`src/rtl/simsamp_pkg.sv`:
```
package simsamp_pkg;

    typedef enum logic [2:0] {
        ST_IDLE,
        ST_ARM,
        ST_WAIT,
        ST_SETUP,
        ST_STROBE,
        ST_GAP,
        ST_DONE
    } seq_state_t;

endpackage

```
`src/rtl/simsamp_tick.sv`:
```
// Periodic trigger: one-cycle tick every PERIOD_CYC cycles while enabled.
module simsamp_tick #(
    parameter int PERIOD_CYC = 2000,
    localparam int W = $clog2(PERIOD_CYC + 1)
) (
    input  logic clk,
    input  logic rst_n,
    input  logic en_i,
    output logic tick_o
);
    localparam logic [W-1:0] LAST = W'(PERIOD_CYC - 1);

    logic [W-1:0] cnt_q;

    always_ff @(posedge clk) begin
        if (!rst_n || !en_i) begin
            cnt_q <= '0;
        end else if (cnt_q == LAST) begin
            cnt_q <= '0;
        end else begin
            cnt_q <= cnt_q + 1'b1;
        end
    end

    assign tick_o = en_i && (cnt_q == LAST);

endmodule

```
`src/rtl/simsamp_span.sv`:
```
// Free-running cycle counter with synchronous clear.
module simsamp_span #(
    parameter int W = 8
) (
    input  logic         clk,
    input  logic         rst_n,
    input  logic         clr_i,
    output logic [W-1:0] cnt_o
);
    always_ff @(posedge clk) begin
        if (!rst_n || clr_i) begin
            cnt_o <= '0;
        end else begin
            cnt_o <= cnt_o + 1'b1;
        end
    end
endmodule

```
`src/rtl/simsamp_adc_seq.sv`:
```
module simsamp_adc_seq
    import simsamp_pkg::*;
#(
    parameter int DATA_W      = 16,
    parameter int NUM_CH      = 6,
    parameter int MIN_WAIT_CYC = 8,
    parameter int TIMEOUT_CYC = 1500,
    parameter int RD_LOW_CYC  = 3,
    parameter int RD_GAP_CYC  = 2,
    parameter int PERIOD_CYC  = 2000,
    localparam int CH_W = $clog2(NUM_CH)
) (
    input  logic              clk,
    input  logic              rst_n,
    input  logic              start_i,
    input  logic              auto_en_i,
    input  logic              busy_i,
    input  logic [DATA_W-1:0] adc_data_i,
    output logic              convst_a_o,
    output logic              convst_b_o,
    output logic              convst_c_o,
    output logic              cs_n_o,
    output logic              rd_n_o,
    output logic              word_valid_o,
    output logic [CH_W-1:0]   word_chan_o,
    output logic [DATA_W-1:0] word_data_o,
    output logic              done_o,
    output logic              timeout_err_o,
    output logic              overrun_o
);
    localparam int CNT_W = $clog2(TIMEOUT_CYC + 1);
    localparam int PH_MAX = (RD_LOW_CYC > RD_GAP_CYC) ? RD_LOW_CYC : RD_GAP_CYC;
    localparam int PH_W = $clog2(PH_MAX + 1);
    localparam logic [CNT_W-1:0] MW_LAST  = CNT_W'(MIN_WAIT_CYC - 1);
    localparam logic [CNT_W-1:0] TO_LAST  = CNT_W'(TIMEOUT_CYC - 1);
    localparam logic [PH_W-1:0]  LOW_LAST = PH_W'(RD_LOW_CYC - 1);
    localparam logic [PH_W-1:0]  GAP_LAST = PH_W'(RD_GAP_CYC - 1);
    localparam logic [CH_W-1:0]  CH_LAST  = CH_W'(NUM_CH - 1);

    seq_state_t state_q, state_d;

    logic             tick;
    logic             trig;
    logic             conv_clr;
    logic             ph_clr;
    logic [CNT_W-1:0] conv_cnt;
    logic [PH_W-1:0]  ph_cnt;
    logic [CH_W-1:0]  ch_q;
    logic             timeout_hit;
    logic             last_low;

    // Outputs decoded from state
    logic conv_on;
    logic cs_on;
    logic rd_on;

    simsamp_tick #(.PERIOD_CYC(PERIOD_CYC)) u_tick (
        .clk    (clk),
        .rst_n  (rst_n),
        .en_i   (auto_en_i),
        .tick_o (tick)
    );

    assign conv_clr = !(state_q == ST_ARM || state_q == ST_WAIT);

    simsamp_span #(.W(CNT_W)) u_conv_span (
        .clk   (clk),
        .rst_n (rst_n),
        .clr_i (conv_clr),
        .cnt_o (conv_cnt)
    );

    assign ph_clr = (state_d != state_q);

    simsamp_span #(.W(PH_W)) u_phase_span (
        .clk   (clk),
        .rst_n (rst_n),
        .clr_i (ph_clr),
        .cnt_o (ph_cnt)
    );

    assign trig        = start_i || tick;
    assign timeout_hit = busy_i && (conv_cnt >= TO_LAST);
    assign last_low    = (ph_cnt == LOW_LAST);

    // State register
    always_ff @(posedge clk) begin
        if (!rst_n) begin
            state_q <= ST_IDLE;
        end else begin
            state_q <= state_d;
        end
    end

    // Next-state logic
    always_comb begin
        state_d = state_q;
        unique case (state_q)
            ST_IDLE: begin
                if (trig) state_d = ST_ARM;
            end
            ST_ARM: begin
                if (busy_i || (conv_cnt >= MW_LAST)) state_d = ST_WAIT;
            end
            ST_WAIT: begin
                if (!busy_i) begin
                    state_d = ST_SETUP;
                end else if (timeout_hit) begin
                    state_d = ST_IDLE;
                end
            end
            ST_SETUP: begin
                state_d = ST_STROBE;
            end
            ST_STROBE: begin
                if (last_low) begin
                    state_d = (ch_q == CH_LAST) ? ST_DONE : ST_GAP;
                end
            end
            ST_GAP: begin
                if (ph_cnt == GAP_LAST) state_d = ST_STROBE;
            end
            ST_DONE: begin
                state_d = ST_IDLE;
            end
            default: state_d = ST_IDLE;
        endcase
    end

    // Output decode
    always_comb begin
        conv_on = 1'b0;
        cs_on   = 1'b0;
        rd_on   = 1'b0;
        unique case (state_q)
            ST_IDLE:   ;
            ST_ARM:    conv_on = 1'b1;
            ST_WAIT:   conv_on = 1'b1;
            ST_SETUP:  begin conv_on = 1'b1; cs_on = 1'b1; end
            ST_STROBE: begin conv_on = 1'b1; cs_on = 1'b1; rd_on = 1'b1; end
            ST_GAP:    begin conv_on = 1'b1; cs_on = 1'b1; end
            ST_DONE:   ;
            default:   ;
        endcase
    end

    assign convst_a_o = conv_on;
    assign convst_b_o = conv_on;
    assign convst_c_o = conv_on;
    assign cs_n_o     = !cs_on;
    assign rd_n_o     = !rd_on;

    // Channel index
    always_ff @(posedge clk) begin
        if (!rst_n || state_q == ST_IDLE) begin
            ch_q <= '0;
        end else if (state_q == ST_GAP && state_d == ST_STROBE) begin
            ch_q <= ch_q + 1'b1;
        end
    end

    // Result capture and event pulses
    always_ff @(posedge clk) begin
        if (!rst_n) begin
            word_valid_o  <= 1'b0;
            word_chan_o   <= '0;
            word_data_o   <= '0;
            done_o        <= 1'b0;
            timeout_err_o <= 1'b0;
            overrun_o     <= 1'b0;
        end else begin
            word_valid_o  <= (state_q == ST_STROBE) && last_low;
            if ((state_q == ST_STROBE) && last_low) begin
                word_chan_o <= ch_q;
                word_data_o <= adc_data_i;
            end
            done_o        <= (state_q == ST_DONE);
            timeout_err_o <= (state_q == ST_WAIT) && timeout_hit;
            overrun_o     <= trig && (state_q != ST_IDLE);
        end
    end

endmodule

```
`config.mk`:
```
export PLATFORM = sky130hd
export DESIGN_NAME = simsamp_adc_seq
export DESIGN_NICKNAME = d
export VERILOG_FILES = /design/src/rtl/simsamp_pkg.sv /design/src/rtl/simsamp_tick.sv /design/src/rtl/simsamp_span.sv /design/src/rtl/simsamp_adc_seq.sv
export SDC_FILE = /design/constraint.sdc
export NUM_CORES = 1
export LEC_CHECK = 0
export BUFFER_PORTS_ARGS = -buffer_cell sky130_fd_sc_hd__buf_2
export CORE_MARGIN = 8
export CORE_UTILIZATION = 45
export CTS_CLUSTER_SIZE = 14
export DETAILED_ROUTE_END_ITERATION = 7
export GPL_ROUTABILITY_DRIVEN = 1
export PLACE_DENSITY = 0.68
export SYNTH_ARGS = -nofsm -noshare
export SYNTH_HDL_FRONTEND = slang
export SYNTH_HIERARCHICAL = 1
export SYNTH_SLANG_ARGS = --single-unit
```
`constraint.sdc`:
```
create_clock -name clk -period 2.8 [get_ports clk]
set_clock_uncertainty 0.2 [all_clocks]
set_input_delay 0.14 -clock clk [delete_from_list [all_inputs] [get_ports clk]]
set_output_delay 0.14 -clock clk [all_outputs]
set_load 0.02 [all_outputs]
```
==> impl_metrics.csv <==
group,metric,value,unit
setup_path,crit_fanout,5,
setup_path,cp_data_required_time,2.85,ns
status,status,"complete, no violations",
worst_hold_path,hold_path.class,"in2reg",
yosys,syn-cell-area,0.00234,mm^2
global_routing,antenna_found_initial,0,
sta,final.setup.tns,0,ns
layout,antenna_cells,0,
setup_path,crit_chain,"ha_1 -> and3_2 -> nand3_1 -> nor3_1 -> nor3_1 -> a2111oi_2 -> a211oi_1 -> mux2_4 -> nand2b_1 -> nor2_1",
detailed_routing,ant_nets,0,
setup_path,crit_top_cell,"nor3_1",
layout,layout.nets,359,
sta,fin_crit,2.53,ns
floorplanning,dieHeight,88.1,um
floorplanning,die_x,88.1,um
detailed_routing,wl,4920,um
layout,final_cell_area,0.00290,mm^2
floorplanning,rows,26,
floorplanning,core-area,0.00507,mm^2
cts,cts_tree,"done",
placed_design,place_ws,0.183,ns
sta,worst_pin_slew,0.683,ns
yosys,syn_inst,272,
power,p_leak,1.08,nW
yosys,async_flop_share,0,%
floorplanning,dieArea,0.00777,mm^2
yosys,avgSynthCellArea,8.61,um^2
global_routing,grt_first_pass_wirelength,8580,um
placed_design,gp_congestion,0.755,
sta,slew-limit-headroom,54.4,%
cts,h-tree-depth,2,
detailed_routing,wl_per_cell,12.2,um
setup_path,endpoint_kind,"flip-flop",
power,ir_drop,0.306,mV
global_routing,grt_overflow_total,0,
sta,slew_violations,0,
detailed_routing,num_vias,2002,
setup_path,criticalPathCategory,"reg2reg",
placed_design,dp_hpwl,3380,um
detailed_routing,drtIter0Drc,149,
layout,area_growth,23.9,%
cts,cts_buffers,5,
sta,rsz0062_at_grt,"false",
floorplanning,ios,49,
cts,path_clk_slew,0.09,ns
setup_path,crit_arrival,2.58,ns
setup_path,critical-path-max-stage-delay,0.40,ns
global_routing,globalRouteTotalUtil,13.8,%
sta,fin_ws,0.269,ns
global_routing,grt_max_degree,30,
floorplanning,start_util,46.2,%
detailed_routing,vias_per_cell,4.94,
yosys,synth_flop_cell,"dfxtp_1",
yosys,ys_seq_area_share,45.3,%
sta,hold_viol_final,0,
cts,cts_root_buf,"clkbuf_8",
setup_path,cp_slowest_cell,"dfxtp_1",
yosys,synth_edf_count,0,
placed_design,postPlaceCellArea,0.00263,mm^2
sta,setup_viol,0,
sta,fmax,0.395,GHz
yosys,syn_nets,297,
detailed_routing,drt_pass1_iterations,4,
cts,cts.sinks,53,
flow_run,cap_violations,0,
yosys,synth_cell_types,44,
cts,worst_skew_pair.late_latency,0.30,ns
yosys,synth_warnings,6,
setup_path,startpoint_type,"flip-flop",
cts,cts_buffer_depth,2,
detailed_routing,drc,0,
placed_design,numPortBuffers,48,
yosys,synth_seq_cells,53,
global_routing,grt_pass1_vias,1916,
layout,final_layout_size_suffix_gt1_share,20.6,%
power,power.density,462,mW/mm^2
sta,period_share,90.4,%
[sequential cells by signal, summed over array words and instances (netlist names), 2 cells and up]
register	cells
state_q	3
u_conv_span/cnt_o	11
u_tick/cnt_q	11
word_chan_o	3
word_data_o	16
ch_q	3
u_phase_span/cnt_o	2
[cell type report]
class	instances	area, um^2
Inverter	6	22.5
Sequential cell	53	1060
Multi-Input combinational cell	200	1210
Clock buffer	6	72.6
Tap cell	70	87.6
Clock inverter	2	13.8
Fill cell	507	2170
Timing Repair Buffer	68	435
[worst paths after layout]
kind	startpoint	end	slack, ns	depth (start not counted)
setup / recovery	u_tick/cnt_q[0]$_SDFF_PP0_	u_phase_span/cnt_o[1]$_SDFF_PP0_	0.27	10
hold / removal	busy_i	timeout_err_o$_SDFF_PN0_	0.04	3
setup reg to reg	u_tick/cnt_q[0]$_SDFF_PP0_	u_phase_span/cnt_o[1]$_SDFF_PP0_	0.27	10
hold reg to reg	word_chan_o[1]$_SDFFE_PN0P_	word_chan_o[1]$_SDFFE_PN0P_	0.26	2
[cell usage after synthesis, types with 2 or more instances]
| cell | n | area [um^2] |
|---|---|---|
| a21boi_0 | 16 | 120 |
| a21boi_1 | 3 | 22.5 |
| a21oi_1 | 14 | 70.1 |
| a31oi_1 | 3 | 18.8 |
| and2_1 | 3 | 18.8 |
| buf_2 | 2 | 10.0 |
| buf_4 | 3 | 22.5 |
| clkbuf_1 | 8 | 30.0 |
| dfxtp_1 | 53 | 1060 |
| ha_1 | 4 | 50.1 |
| inv_1 | 6 | 22.5 |
| nand2_1 | 49 | 184 |
| nand2b_1 | 7 | 43.8 |
| nand3_1 | 10 | 50.1 |
| nand3_2 | 2 | 20.0 |
| nand4_1 | 3 | 18.8 |
| nand4b_1 | 2 | 17.5 |
| nor2_1 | 25 | 93.8 |
| nor2b_1 | 6 | 37.5 |
| nor3_1 | 7 | 35.0 |
| o21a_1 | 2 | 15.0 |
| o21ai_0 | 3 | 15.0 |
| o31ai_1 | 5 | 37.5 |
| or3_1 | 3 | 18.8 |
| or4_1 | 4 | 30.0 |
| xnor2_1 | 9 | 78.8 |
| xor2_1 | 3 | 26.3 |
[power breakdown]
part	leakage (nW)	total, mW	switching, mW	internal (mW)
sequential	0.428	0.786	0.0208	0.765
clock	0.0456	0.422	0.244	0.179
combinational	0.608	0.134	0.0641	0.0698
[per-stage QoR]
| step | power (mW) | utilization, % | hold WS [ns] | std cells |
|---|---|---|---|---|
| floorplan | 0.883 | - | 0.0656 | 272 |
| global placement | 0.914 | 51.8 | 0.185 | 379 |
| detailed placement | 0.916 | 51.8 | 0.198 | 379 |
| CTS | 1.37 | 57.0 | 0.0116 | 405 |
| global route | 1.41 | 57.2 | 0.0370 | 405 |
| finish | 1.34 | 57.2 | 0.0351 | 405 |
[critical path: cells and delay by family (launching register included)]
kind	cells	cell delay, ns
DFF	1	0.40
adders and majority gates	1	0.21
and+or+nand+nor	6	0.90
muxes	1	0.31
AOI/OAI and AO/OA	2	0.47
[cells by family (layout without fill, tap and decap cells)]
kind of cell	Yosys count	after routing	synth area share, %
and+or+nand+nor	129	129	28.1
xor gates and xnor gates	12	12	4.49
muxes	1	1	0.641
AOI/OAI and AO/OA	54	54	15.7
adders and majority gates	4	4	2.14
buffers and inverters	19	82	3.63
DFF	53	53	45.3
[cells in the final DEF, fill, tap and decap left out, drive strengths merged, types with 4 or more instances in the layout]
| cell | synthesis | layout |
|---|---|---|
| dfxtp | 53 | 53 |
| buf | 5 | 50 |
| nand2 | 49 | 49 |
| nor2 | 25 | 25 |
| a21boi | 19 | 19 |
| dlygate4sd3 | 0 | 18 |
| a21oi | 14 | 14 |
| nand3 | 13 | 13 |
| xnor2 | 9 | 9 |
| nand2b | 7 | 7 |
| inv | 6 | 7 |
| nor3 | 7 | 7 |
| nor2b | 6 | 6 |
| clkbuf | 8 | 6 |
| o31ai | 5 | 5 |
| or4 | 5 | 5 |
| ha | 4 | 4 |
| nand4 | 4 | 4 |
[per-layer routing]
| layer | wire (um) | vias to the layer above | global-route usage, % |
|---|---|---|---|
| met5 | 0 | - | 0 |
| met4 | 61 | 0 | 4.61 |
| met3 | 205 | 6 | 3.66 |
| met2 | 2290 | 27 | 22.8 |
| met1 | 2370 | 913 | 16.9 |
| li1 | - | 1056 | - |
[timing repair]
action	in CTS	in global routing
endpoints found under the setup margin	0	2
endpoints found under the hold margin	21	0
buffers inserted	0	0
resized for setup	0	3
hold buffers	18	0
No activity file was read; power rests on OpenSTA's default activity.
